[config.mk]
export PLATFORM = sky130hd
export DESIGN_NAME = warp_barrier
export DESIGN_NICKNAME = d
export VERILOG_FILES = /design/src/rtl/warp_barrier_pkg.sv /design/src/rtl/warp_flag_bank.sv /design/src/rtl/barrier_release_timer.sv /design/src/rtl/warp_barrier.sv
export SDC_FILE = /design/constraint.sdc
export NUM_CORES = 1
export LEC_CHECK = 0
export ABC_AREA = 1
export CAP_MARGIN = 0
export CORE_MARGIN = 8
export CORE_UTILIZATION = 51
export DETAILED_ROUTE_END_ITERATION = 10
export MAX_ROUTING_LAYER = met4
export PLACE_DENSITY = 0.84
export SLEW_MARGIN = 20
export SYNTH_ARGS = -nofsm -noshare
export SYNTH_HDL_FRONTEND = slang
export SYNTH_SLANG_ARGS = --single-unit
[constraint.sdc]
create_clock -name clk -period 2 [get_ports clk]
set_input_delay 0.3 -clock clk [delete_from_list [all_inputs] [get_ports clk]]
set_output_delay 0.3 -clock clk [all_outputs]
set_load 0.02 [all_outputs]
[src/rtl/warp_barrier_pkg.sv]
package warp_barrier_pkg;
  typedef enum logic {
    BAR_OPEN = 1'b0,
    BAR_HOLD = 1'b1
  } bar_state_e;
endpackage

[src/rtl/warp_flag_bank.sv]
module warp_flag_bank #(
  parameter int NUM_WARPS = 16
) (
  input  logic                 clk,
  input  logic                 rst_n,
  input  logic [NUM_WARPS-1:0] resident,
  input  logic [NUM_WARPS-1:0] arrive,
  input  logic [NUM_WARPS-1:0] exit_w,
  input  logic                 clear,
  output logic [NUM_WARPS-1:0] arrived_o,
  output logic [NUM_WARPS-1:0] exited_o,
  output logic                 complete_o
);
  logic [NUM_WARPS-1:0] arr_in, ex_in, present, waiting;

  // exit wins over a same-cycle arrival; a warp that has exited cannot arrive
  assign arr_in  = arrive & resident & ~exited_o & ~exit_w;
  assign ex_in   = exit_w & resident;
  assign present = (arrived_o | arr_in | exited_o | ex_in) & resident;
  assign waiting = (arrived_o | arr_in) & resident;
  assign complete_o = (|resident) && (present == resident) && (|waiting);

  for (genvar i = 0; i < NUM_WARPS; i++) begin : g_lane
    logic arr_q, ex_q;
    always_ff @(posedge clk) begin
      if (!rst_n) begin
        arr_q <= 1'b0;
        ex_q  <= 1'b0;
      end else begin
        ex_q <= (ex_q | exit_w[i]) & resident[i];
        if (clear || !resident[i] || exit_w[i]) arr_q <= 1'b0;
        else if (arrive[i] && !ex_q)            arr_q <= 1'b1;
      end
    end
    assign arrived_o[i] = arr_q;
    assign exited_o[i]  = ex_q;
  end

  // a stalled warp stays stalled until the release clears it
  a_r2_stall_sticky: assert property (@(posedge clk) disable iff (!rst_n)
    !clear |=> ((arrived_o & $past(arrived_o & resident & ~exit_w))
               == $past(arrived_o & resident & ~exit_w)));
  // no stall bit for a slot that was not resident
  a_r7_nonresident_idle: assert property (@(posedge clk) disable iff (!rst_n)
    1'b1 |=> ((arrived_o & ~$past(resident)) == '0));
  // a warp that has exited never waits
  a_r6_exit_not_stalled: assert property (@(posedge clk) disable iff (!rst_n)
    (arrived_o & exited_o) == '0);
endmodule

[src/rtl/barrier_release_timer.sv]
module barrier_release_timer
  import warp_barrier_pkg::*;
#(
  parameter int REL_DELAY = 20
) (
  input  logic clk,
  input  logic rst_n,
  input  logic hit,
  output logic expire_o,
  output logic done_o
);
  localparam int CW = $clog2(REL_DELAY + 1);

  bar_state_e    state;
  logic [CW-1:0] cnt;

  assign expire_o = (state == BAR_HOLD) && (cnt == '0);

  always_ff @(posedge clk) begin
    if (!rst_n) begin
      state  <= BAR_OPEN;
      cnt    <= '0;
      done_o <= 1'b0;
    end else begin
      done_o <= expire_o;
      case (state)
        BAR_OPEN: if (hit) begin
          state <= BAR_HOLD;
          cnt   <= CW'(REL_DELAY - 1);
        end
        BAR_HOLD: if (cnt == '0) state <= BAR_OPEN;
                  else           cnt   <= cnt - 1'b1;
        default:  state <= BAR_OPEN;
      endcase
    end
  end

  // release is a single-cycle pulse
  a_r3_done_single: assert property (@(posedge clk) disable iff (!rst_n)
    done_o |=> !done_o);
  // a running countdown is never cut short
  a_r3_hold_runs: assert property (@(posedge clk) disable iff (!rst_n)
    (state == BAR_HOLD && cnt != '0) |=> (state == BAR_HOLD && !done_o));
endmodule

[src/rtl/warp_barrier.sv]
module warp_barrier #(
  parameter int NUM_WARPS = 16,
  parameter int REL_DELAY = 20
) (
  input  logic                 clk,
  input  logic                 rst_n,
  input  logic [NUM_WARPS-1:0] warp_resident_i,
  input  logic [NUM_WARPS-1:0] warp_arrive_i,
  input  logic [NUM_WARPS-1:0] warp_exit_i,
  output logic [NUM_WARPS-1:0] warp_stall_o,
  output logic                 bar_done_o
);
  logic [NUM_WARPS-1:0] arrived, exited;
  logic                 complete, expire;

  warp_flag_bank #(.NUM_WARPS(NUM_WARPS)) u_flags (
    .clk(clk), .rst_n(rst_n),
    .resident(warp_resident_i), .arrive(warp_arrive_i), .exit_w(warp_exit_i),
    .clear(expire),
    .arrived_o(arrived), .exited_o(exited), .complete_o(complete)
  );

  barrier_release_timer #(.REL_DELAY(REL_DELAY)) u_timer (
    .clk(clk), .rst_n(rst_n), .hit(complete),
    .expire_o(expire), .done_o(bar_done_o)
  );

  assign warp_stall_o = arrived;

  // release frees every warp in the same cycle
  a_r3_release_frees_all: assert property (@(posedge clk) disable iff (!rst_n)
    bar_done_o |-> (warp_stall_o == '0));
  // a release needs at least one warp that was waiting
  a_r9_release_needs_waiter: assert property (@(posedge clk) disable iff (!rst_n)
    bar_done_o |-> $past(|warp_stall_o));
  // exited slots are only those still resident
  a_r6_exit_resident: assert property (@(posedge clk) disable iff (!rst_n)
    1'b1 |=> ((exited & ~$past(warp_resident_i)) == '0));
endmodule

=== After elaboration in Yosys (flattened, before gate mapping) ===
Index checks and enable logic that the tools add are counted.

* $add $sub $neg: 1
* Reductions and logical operators: 103
* Muxes and demuxes: 6
* Bitwise operators: 45
* Equality and inequality tests: 3

{| class="wikitable"
|+ Operators by type and width
! operator !! count
|-
| AND 16 bit || 6
|-
| OR 16 bit || 3
|-
| logical NOT 1 bit || 32
|-
| logical OR 1 bit || 32
|-
| NOT 16 bit || 2
|-
| OR reduction 16 bit || 2
|-
| OR reduction 2 bit || 16
|-
| logical AND 1 bit || 19
|-
| AND 1 bit || 16
|-
| equality test 16 bit || 1
|-
| OR 1 bit || 16
|-
| 2-to-1 mux 5 bit || 2
|-
| one-hot mux 5 bit (2 select lines) || 1
|-
| logical NOT 5 bit || 1
|-
| subtractor 5 x 1 -> 5 bit (second input constant) || 1
|-
| != test 2 bit (second input constant) || 2
|-
| 2-to-1 mux 1 bit || 2
|-
| NOT 1 bit || 2
|-
| one-hot mux 1 bit (2 select lines) || 1
|-
| AND reduction 2 bit || 1
|}

* Output and inout bits: 17
* Word-level logic and storage cells: 193
* Flip-flop bits (word level): 39

=== Depth between registers and ports, before layout ===
Gate-level depths: netlist of run 1.

* Depth in word-level cells: 12
* Gate-level depth with buffers: 13
* Mapped depth without buffers: 13

=== Hierarchy ===
A second synthesis of run 1 with hierarchy kept.

* Cells, all modules: 342
* Area total of the unflattened synthesis: 2396.0 µm²

{| class="wikitable"
|+ Modules (own cells, without submodules)
! module !! cells an instance !! area an instance (µm²) !! instances
|-
| warp_flag_bank || 290 || 2010.7 || 1
|-
| barrier_release_timer || 52 || 385.4 || 1
|}

=== Worst setup path after synthesis of run 1 ===
Ideal clock, no wire load.

* Kind: reg2reg
* Start point: register u_timer.cnt[0]
* End point: register u_flags.g_lane[10].arr_q
* Setup slack: 619 ps
* Arrival time: 1262 ps
* Data required time: 1881 ps
* Path buffers: 1
* Cell stages (with the launch flop): 9
* Cells stage by stage: dfxtp_1 -> inv_1 -> ha_1 -> nand2_1 -> nor2_1 -> inv_1 -> nor2_1 -> buf_2 -> nor3_1

* Word-level cells in the longest chain between the ends: 5

{| class="wikitable"
|+ RTL lines
! element !! line !! source
|-
| from (decl) || barrier_release_timer.sv:15 || <nowiki>logic [CW-1:0] cnt;</nowiki>
|-
| from (signal assigned) || barrier_release_timer.sv:29 || <nowiki>cnt <= CW'(REL_DELAY - 1);</nowiki>
|-
| from (signal assigned) || barrier_release_timer.sv:32 || <nowiki>else cnt <= cnt - 1'b1;</nowiki>
|-
| logical NOT 5 bit || barrier_release_timer.sv:17 || <nowiki>assign expire_o = (state == BAR_HOLD) && (cnt == '0);</nowiki>
|-
| logical AND 1 bit || barrier_release_timer.sv:17 ||
|-
| logical OR 1 bit (2 in a row) || warp_flag_bank.sv:31 || <nowiki>if (clear || !resident[i] || exit_w[i]) arr_q <= 1'b0;</nowiki>
|-
| OR reduction 2 bit (no line) || - ||
|-
| to (signal assigned) || warp_flag_bank.sv:27 || <nowiki>arr_q <= 1'b0;</nowiki>
|-
| to (signal assigned) || warp_flag_bank.sv:31 ||
|-
| to (signal assigned) || warp_flag_bank.sv:32 || <nowiki>else if (arrive[i] && !ex_q) arr_q <= 1'b1;</nowiki>
|-
| to (decl) || warp_flag_bank.sv:24 || <nowiki>logic arr_q, ex_q;</nowiki>
|}

Every way passes these cells.
A chain may end at the register's enable or synchronous reset.

=== Worst setup path after layout of run 1 ===
* Start point: input port warp_resident_i[10]
* End point: register u_timer.cnt[3]

* Word-level cells in the longest chain between the ends: 12
* Elaborated cells between the ends (all ways): 16
* Classes of those cells: 2 x eq/ne; 9 x bitwise; 5 x reduce/logical

{| class="wikitable"
|+ RTL lines
! element !! line !! source
|-
| from (decl) || warp_barrier.sv:7 || <nowiki>input logic [NUM_WARPS-1:0] warp_resident_i,</nowiki>
|-
| AND 16 bit (3 in a row) || warp_flag_bank.sv:17 || <nowiki>assign arr_in = arrive & resident & ~exited_o & ~exit_w;</nowiki>
|-
| OR 16 bit || warp_flag_bank.sv:19, warp_flag_bank.sv:20 ||
|-
| OR 16 bit (2 in a row) || warp_flag_bank.sv:19 || <nowiki>assign present = (arrived_o | arr_in | exited_o | ex_in) & resident;</nowiki>
|-
| AND 16 bit || warp_flag_bank.sv:19 ||
|-
| equality test 16 bit || warp_flag_bank.sv:21 || <nowiki>assign complete_o = (|resident) && (present == resident) && (|waiting);</nowiki>
|-
| logical AND 1 bit || warp_flag_bank.sv:21 ||
|-
| logical AND 1 bit * || warp_flag_bank.sv:21 ||
|-
| != test 2 bit (no line) * || - ||
|-
| AND reduction 2 bit (no line) * || - ||
|}

Mark *: on every way between the ends. The rest lies on a longest branch, timed or not.

==> results.yml, run 1 <==
synth:
  yosysTopAreaCell: "dfxtp_1"
  syn_nets: 409
  synth_area_leaders: "dfxtp_1, nand2_1, nor2_1"
  synth_edf_count: 0
  synth_top_cell_area_share: 0.3467
  synth.avg_cell_area_sq_um: 6.291
  ys_seq_elements: 39
  seq_area_frac_synth: 0.3467
  synth_cell_types: 29
  syn-cell-area_sq_um: 2252
  synthFlopType: "dfxtp_1"
  synthCells: 358
  yosysWarnings: 0
  async_flop_share: 0
drt:
  drcViolationCount: 0
  dr_total_vias: 2319
  dr.pass1.iters: 4
  wl_um: 5810
  drtIter0Drc: 112
  wire_per_inst_um: 12.44
  ant_nets: 0
  viasPerCell: 4.966
sta:
  max_slew_margin: 0.7124
  hold_slack_ps: 470.5
  skew_ps: 6.767
  drv_slew: 0
  timing.final.crit_share: 0.8657
  finalSetupTns_ps: 0
  final-setup-viol-count: 0
  hold_violations: 0
  tightest_slew_ps: 420.5
  fmax_mhz: 577.6
  rsz0062_at_grt: "false"
  fin_crit_ps: 1731
setup_path:
  slowest_delay_ps: 560
  r2r-end: "u_flags.g_lane[1].arr_q$_SDFFE_PP0P_"
  required_ps: 2230
  critPathCaptureType: "register"
  critPathBufInv: 2
  path_max_fanout: 5
  ff2ff_path_depth: 8
  path_cells: "clkdlybuf4s50_1, inv_1, nor2_1, nand2_1, nand2_1, nor2_1, nand2_1, nor2_1, nand3_1, nand3_2, nand2_2, nand2_1, a21oi_2"
  cpMostUsedCell: "nand2_1"
  r2r-start: "u_timer.cnt[0]$_SDFFE_PN0P_"
  path_class: "in2reg"
  crit_slowest_cell: "clkdlybuf4s50_1"
  reg2reg_slack_ps: 350
  cp-start-kind: "input pin"
  cp_top_family: "simple AND/OR/NAND/NOR gates"
  cp_data_arrival_time_ps: 1960
clock_network:
  cts-htree-levels: 2
  clock_latency_ps: 290
  cts.repair.resized: 0
  clock_sinks: 39
  root_buffer: "clkbuf_8"
  tritoncts: "yes"
  postCtsHoldBufs: 0
  clockBufferDepth: 2
  clk_pin_slew_ps: 70
  post-cts-setup-buffers: 0
  cts_buffers: 5
layout:
  drive_gt1_frac: 0.09157
  multiInputGateArea_sq_um: 1097
  layout_common_cells: "nand2_1, clkdlybuf4s50_1, nor2_1"
  final_util: 0.6871
  syn_to_final_growth_pct: 31.00
  fillCellCount: 386
  nets: 466
  num_antenna_cells: 0
  seq_area_sq_um: 780.7
  instances_no_fill: 467
  final_common_cell: "nand2_1"
global_routing:
  grt_pass1_wl_um: 9432
  grt_max_degree: 18
  antenna_found_initial: 0
  grt.overflow.total: 0
  global_route.usage.total: 0.1828
  grt_pass1_vias: 2194
pwr:
  p_leak_nw: 1.365
  ir_drop_uv: 529.4
  powerDensity_nw_per_um2: 617.9
floorplanning:
  ioPinCount: 67
  die_x_um: 82.45
  row_count: 24
  dieArea_sq_um: 6798
  die_h_um: 82.45
  start_util: 0.5245
  core_sq_um: 4294
place:
  post-place-cells: 460
  gp_congestion: 0.9104
  dp_hpwl_um: 4624
  io_buffer_count: 66
worst_hold_path:
  hold_path_end: "u_flags.g_lane[5].ex_q$_SDFF_PN0_"
  holdCritPathClass: "reg2reg"
  worstHoldPathCells: 2
  min_from: "u_flags.g_lane[5].ex_q$_SDFF_PN0_"
job:
  max_cap_viol_count: 0
run_status:
  status: "complete, no violations"
==> stage by stage <==
stage	area, sq um	power, mW	setup slack [ps]
finish	2950	1.823	268.7
global route	2950	1.928	109.7
CTS	2950	1.829	265.4
detailed placement	2863	1.300	-0.1406
global placement	2863	1.291	89.97
floorplan	2252	1.115	618.7
==> layout make-up <==
type | count | share of cell area
timing repair buffer | 70 | 0.2341
sequential | 39 | 0.2646
multi-input combinational | 238 | 0.3719
clock inverter | 1 | 0.001696
tap | 52 | 0.02205
inverter | 61 | 0.07761
clock buffer | 6 | 0.02799
==> where the power goes <==
group	internal, mW	switching [mW]	leakage (nW)	total (mW)
combinational	0.208	0.235	0.999	0.443
clock	0.271	0.267	0.0470	0.538
sequential	0.815	0.0268	0.319	0.842
total	1.29	0.529	1.36	1.82
==> registers in the layout, indices dropped and copies added (netlist names) <==
| name | flops |
|---|---|
| u_timer.done_o | 1 |
| u_timer.state | 1 |
| u_flags.g_lane.arr_q | 16 |
| u_flags.g_lane.ex_q | 16 |
| u_timer.cnt | 5 |
==> worst max-delay path by stage <==
stage | startpoint | to | slack [ps] | cells past startpoint
floorplan | u_timer.cnt[0]$_SDFFE_PN0P_ | u_flags.g_lane[10].arr_q$_SDFFE_PP0P_ | 620 | 8
global placement | warp_resident_i[10] | u_timer.cnt[2]$_SDFFE_PN0P_ | 90 | 13
detailed placement | warp_resident_i[10] | u_timer.cnt[3]$_SDFFE_PN0P_ | -0.1 | 13
CTS | warp_resident_i[10] | u_timer.cnt[3]$_SDFFE_PN0P_ | 270 | 13
global route | warp_resident_i[10] | u_timer.cnt[3]$_SDFFE_PN0P_ | 110 | 13
finish | warp_resident_i[10] | u_timer.cnt[3]$_SDFFE_PN0P_ | 270 | 13
==> worst register-to-register path, delay by kind of cell (launching register included) <==
family | cells | cell delay (ps)
flip-flops | 1 | 370
buffers and inverters | 3 | 350
AO/OA/AOI/OAI | 1 | 350
adder cells (fa/ha/maj) | 1 | 220
AND/OR/NAND/NOR | 3 | 220
==> metal layers <==
layer,up-vias,global-route usage,share of wire
met3,8,0.04113,0.066
li1,1204,-,-
met5,-,-,0
met2,71,0.2968,0.48
met1,1036,0.2141,0.43
met4,0,0.07193,0.015
==> cell families (layout without fill, tap and decap cells) <==
logic type                 Yosys count  count (layout)  share of synthesized area
xor gates and xnor gates             2               2                   0.007779
DFF                                 39              39                     0.3467
AOI/OAI and AO/OA                   23              23                    0.06777
adders and majority gates            1               1                   0.005555
buffers and inverters               81             138                     0.1661
and+or+nand+nor                    212             212                     0.4061
==> synthesized netlist by cell type, types with 3 or more instances <==
master      n
nand2_1    87
nor2_1     64
inv_1      53
dfxtp_1    39
nor3_1     17
buf_4      16
nand3_1    14
nor2_2     11
inv_2       7
nand4_1     7
a21oi_1     6
nand2_2     5
nor4_1      5
o21ai_1     4
a2111oi_0   3
Power figures use the tool's default switching activity.
==> inputs of run 2 (changes only) <==
CORE_ASPECT_RATIO = 0.75   (was not set)
SLEW_MARGIN = 5   (was 20)
==> run 2 against run 1 <==
Compared with the run above: clock power increased by 9.3%; non-clock buffer count decreased by 1; critical path depth decreased by 2; die area increased by 0.33%; worst hold slack got worse by 16 ps; global-route usage increased by 0.21 points; clock skew decreased by 5.4 ps; via count decreased by 2.2%; maximum frequency increased by 4.2%; final area increased by 0.38%; utilization decreased by 0.81 points; critical path type unchanged.
==> results.yml, run 2 (synthesis gave the netlist of run 1 again) <==
sta:
  final-setup-viol-count: 0
  hold_violations: 0
  skew_ps: 1.360
  hold_slack_ps: 454.9
  fmax_mhz: 601.7
  fin_ws_ps: 337.9
  drv_slew: 0
  max_slew_margin: 0.7172
  tightest_slew_ps: 413.5
  fin_crit_ps: 1662
  rsz0062_at_grt: "false"
  timing.final.crit_share: 0.8310
  finalSetupTns_ps: 0
layout:
  largestRegisters: "u_flags.g_lane.arr_q: 16 flops, u_flags.g_lane.ex_q: 16 flops, u_timer.cnt: 5 flops"
  postLayoutCellArea_sq_um: 2962
  instances_no_fill: 472
  nets: 465
  layout_common_cells: "nand2_1, clkdlybuf4s50_1, nor2_1"
  fillCellCount: 388
  num_antenna_cells: 0
  final_util: 0.6790
  syn_to_final_growth_pct: 31.50
  final_common_cell: "nand2_1"
  drive_gt1_frac: 0.08916
floorplanning:
  die_h_um: 73.55
  row_count: 21
  core_sq_um: 4362
  dieArea_sq_um: 6821
  start_util: 0.5164
  die_x_um: 92.74
  ioPinCount: 67
setup_path:
  path_class: "in2reg"
  cp-start-kind: "input pin"
  critPathCaptureType: "register"
  path_max_fanout: 5
  cp_data_arrival_time_ps: 1850
  required_ps: 2190
  ff2ff_path_depth: 8
drt:
  drcViolationCount: 0
  drtIter0Drc: 143
  wl_um: 5883
  viasPerCell: 4.803
  ant_nets: 0
  dr.pass1.iters: 4
  wire_per_inst_um: 12.46
  dr_total_vias: 2267
job:
  max_cap_viol_count: 0
pwr:
  finalPower_mw: 1.871
  ir_drop_uv: 415.1
  powerDensity_nw_per_um2: 631.8
  p_leak_nw: 1.364
global_routing:
  grt_pass1_wl_um: 9901
  grt_max_degree: 18
  grt_pass1_vias: 2244
  grt.overflow.total: 0
  antenna_found_initial: 0
  global_route.usage.total: 0.1849
run_status:
  status: "complete, no violations"
place:
  post-place-cells: 464
  io_buffer_count: 66
  gp_congestion: 0.8686
  dp_worst_setup_slack_ps: 48.59
  dp_hpwl_um: 4702
  dpl_cell_area_sq_um: 2861
clock_network:
  cts-htree-levels: 2
  clock_latency_ps: 290
  clk_pin_slew_ps: 70
  post-cts-setup-buffers: 0
  tritoncts: "yes"
  clock_sinks: 39
  postCtsHoldBufs: 0
  root_buffer: "clkbuf_8"
  clockBufferDepth: 2
  cts_buffers: 5
  cts.repair.resized: 0
worst_hold_path:
  worstHoldPathCells: 2
  holdCritPathClass: "reg2reg"
[run 2: changes by cell type in the layout (fill, tap and decap cells not counted)]
| cell | delta |
|---|---|
| clkinv_2 | -1 |
| clkbuf_8 | +1 |
| clkbuf_1 | +1 |
| buf_4 | -1 |
[run 2: final timing paths]
path	from	end	slack, ps
max reg2reg	u_timer.cnt[0]$_SDFFE_PN0P_	u_flags.g_lane[15].arr_q$_SDFFE_PP0P_	340
max	warp_resident_i[9]	u_timer.cnt[1]$_SDFFE_PN0P_	340
min reg2reg	u_timer.cnt[4]$_SDFFE_PN0P_	u_timer.cnt[4]$_SDFFE_PN0P_	450
min	u_timer.cnt[4]$_SDFFE_PN0P_	u_timer.cnt[4]$_SDFFE_PN0P_	450
[run 2: layer usage]
| layer | global-route usage | share of wire | vias up |
|---|---|---|---|
| met3 | 0.05204 | 0.072 | 4 |
| met4 | 0.05872 | 0.0065 | 0 |
| li1 | - | - | 1205 |
| met1 | 0.2177 | 0.47 | 1004 |
| met2 | 0.3006 | 0.46 | 54 |
| met5 | - | 0 | - |
[run 2: cell type report]
cell class	instances	area, sq um	area share
well taps	57	71.32	0.02408
flip-flops and latches	39	780.7	0.2636
inverters	61	229.0	0.07731
clock buffers	8	100.1	0.03380
multi-input cells	238	1097	0.3705
repair buffers	69	683.2	0.2307
[run 2: where the power goes]
group          switching (mW)  total, mW  internal [mW]
sequential             0.0272      0.843          0.815
clock                   0.274      0.588          0.315
combinational           0.234      0.440          0.206
[run 2: worst max-delay path: stages]
cell	delay, ps
clkdlybuf4s50_1	470
nand2_1	140
nand4_1	140
nor2_1	140
nand2_1	70
nor2_1	90
nand3_1	100
nand3_2	130
nand2_2	90
o21ai_1	140
inv_1	50
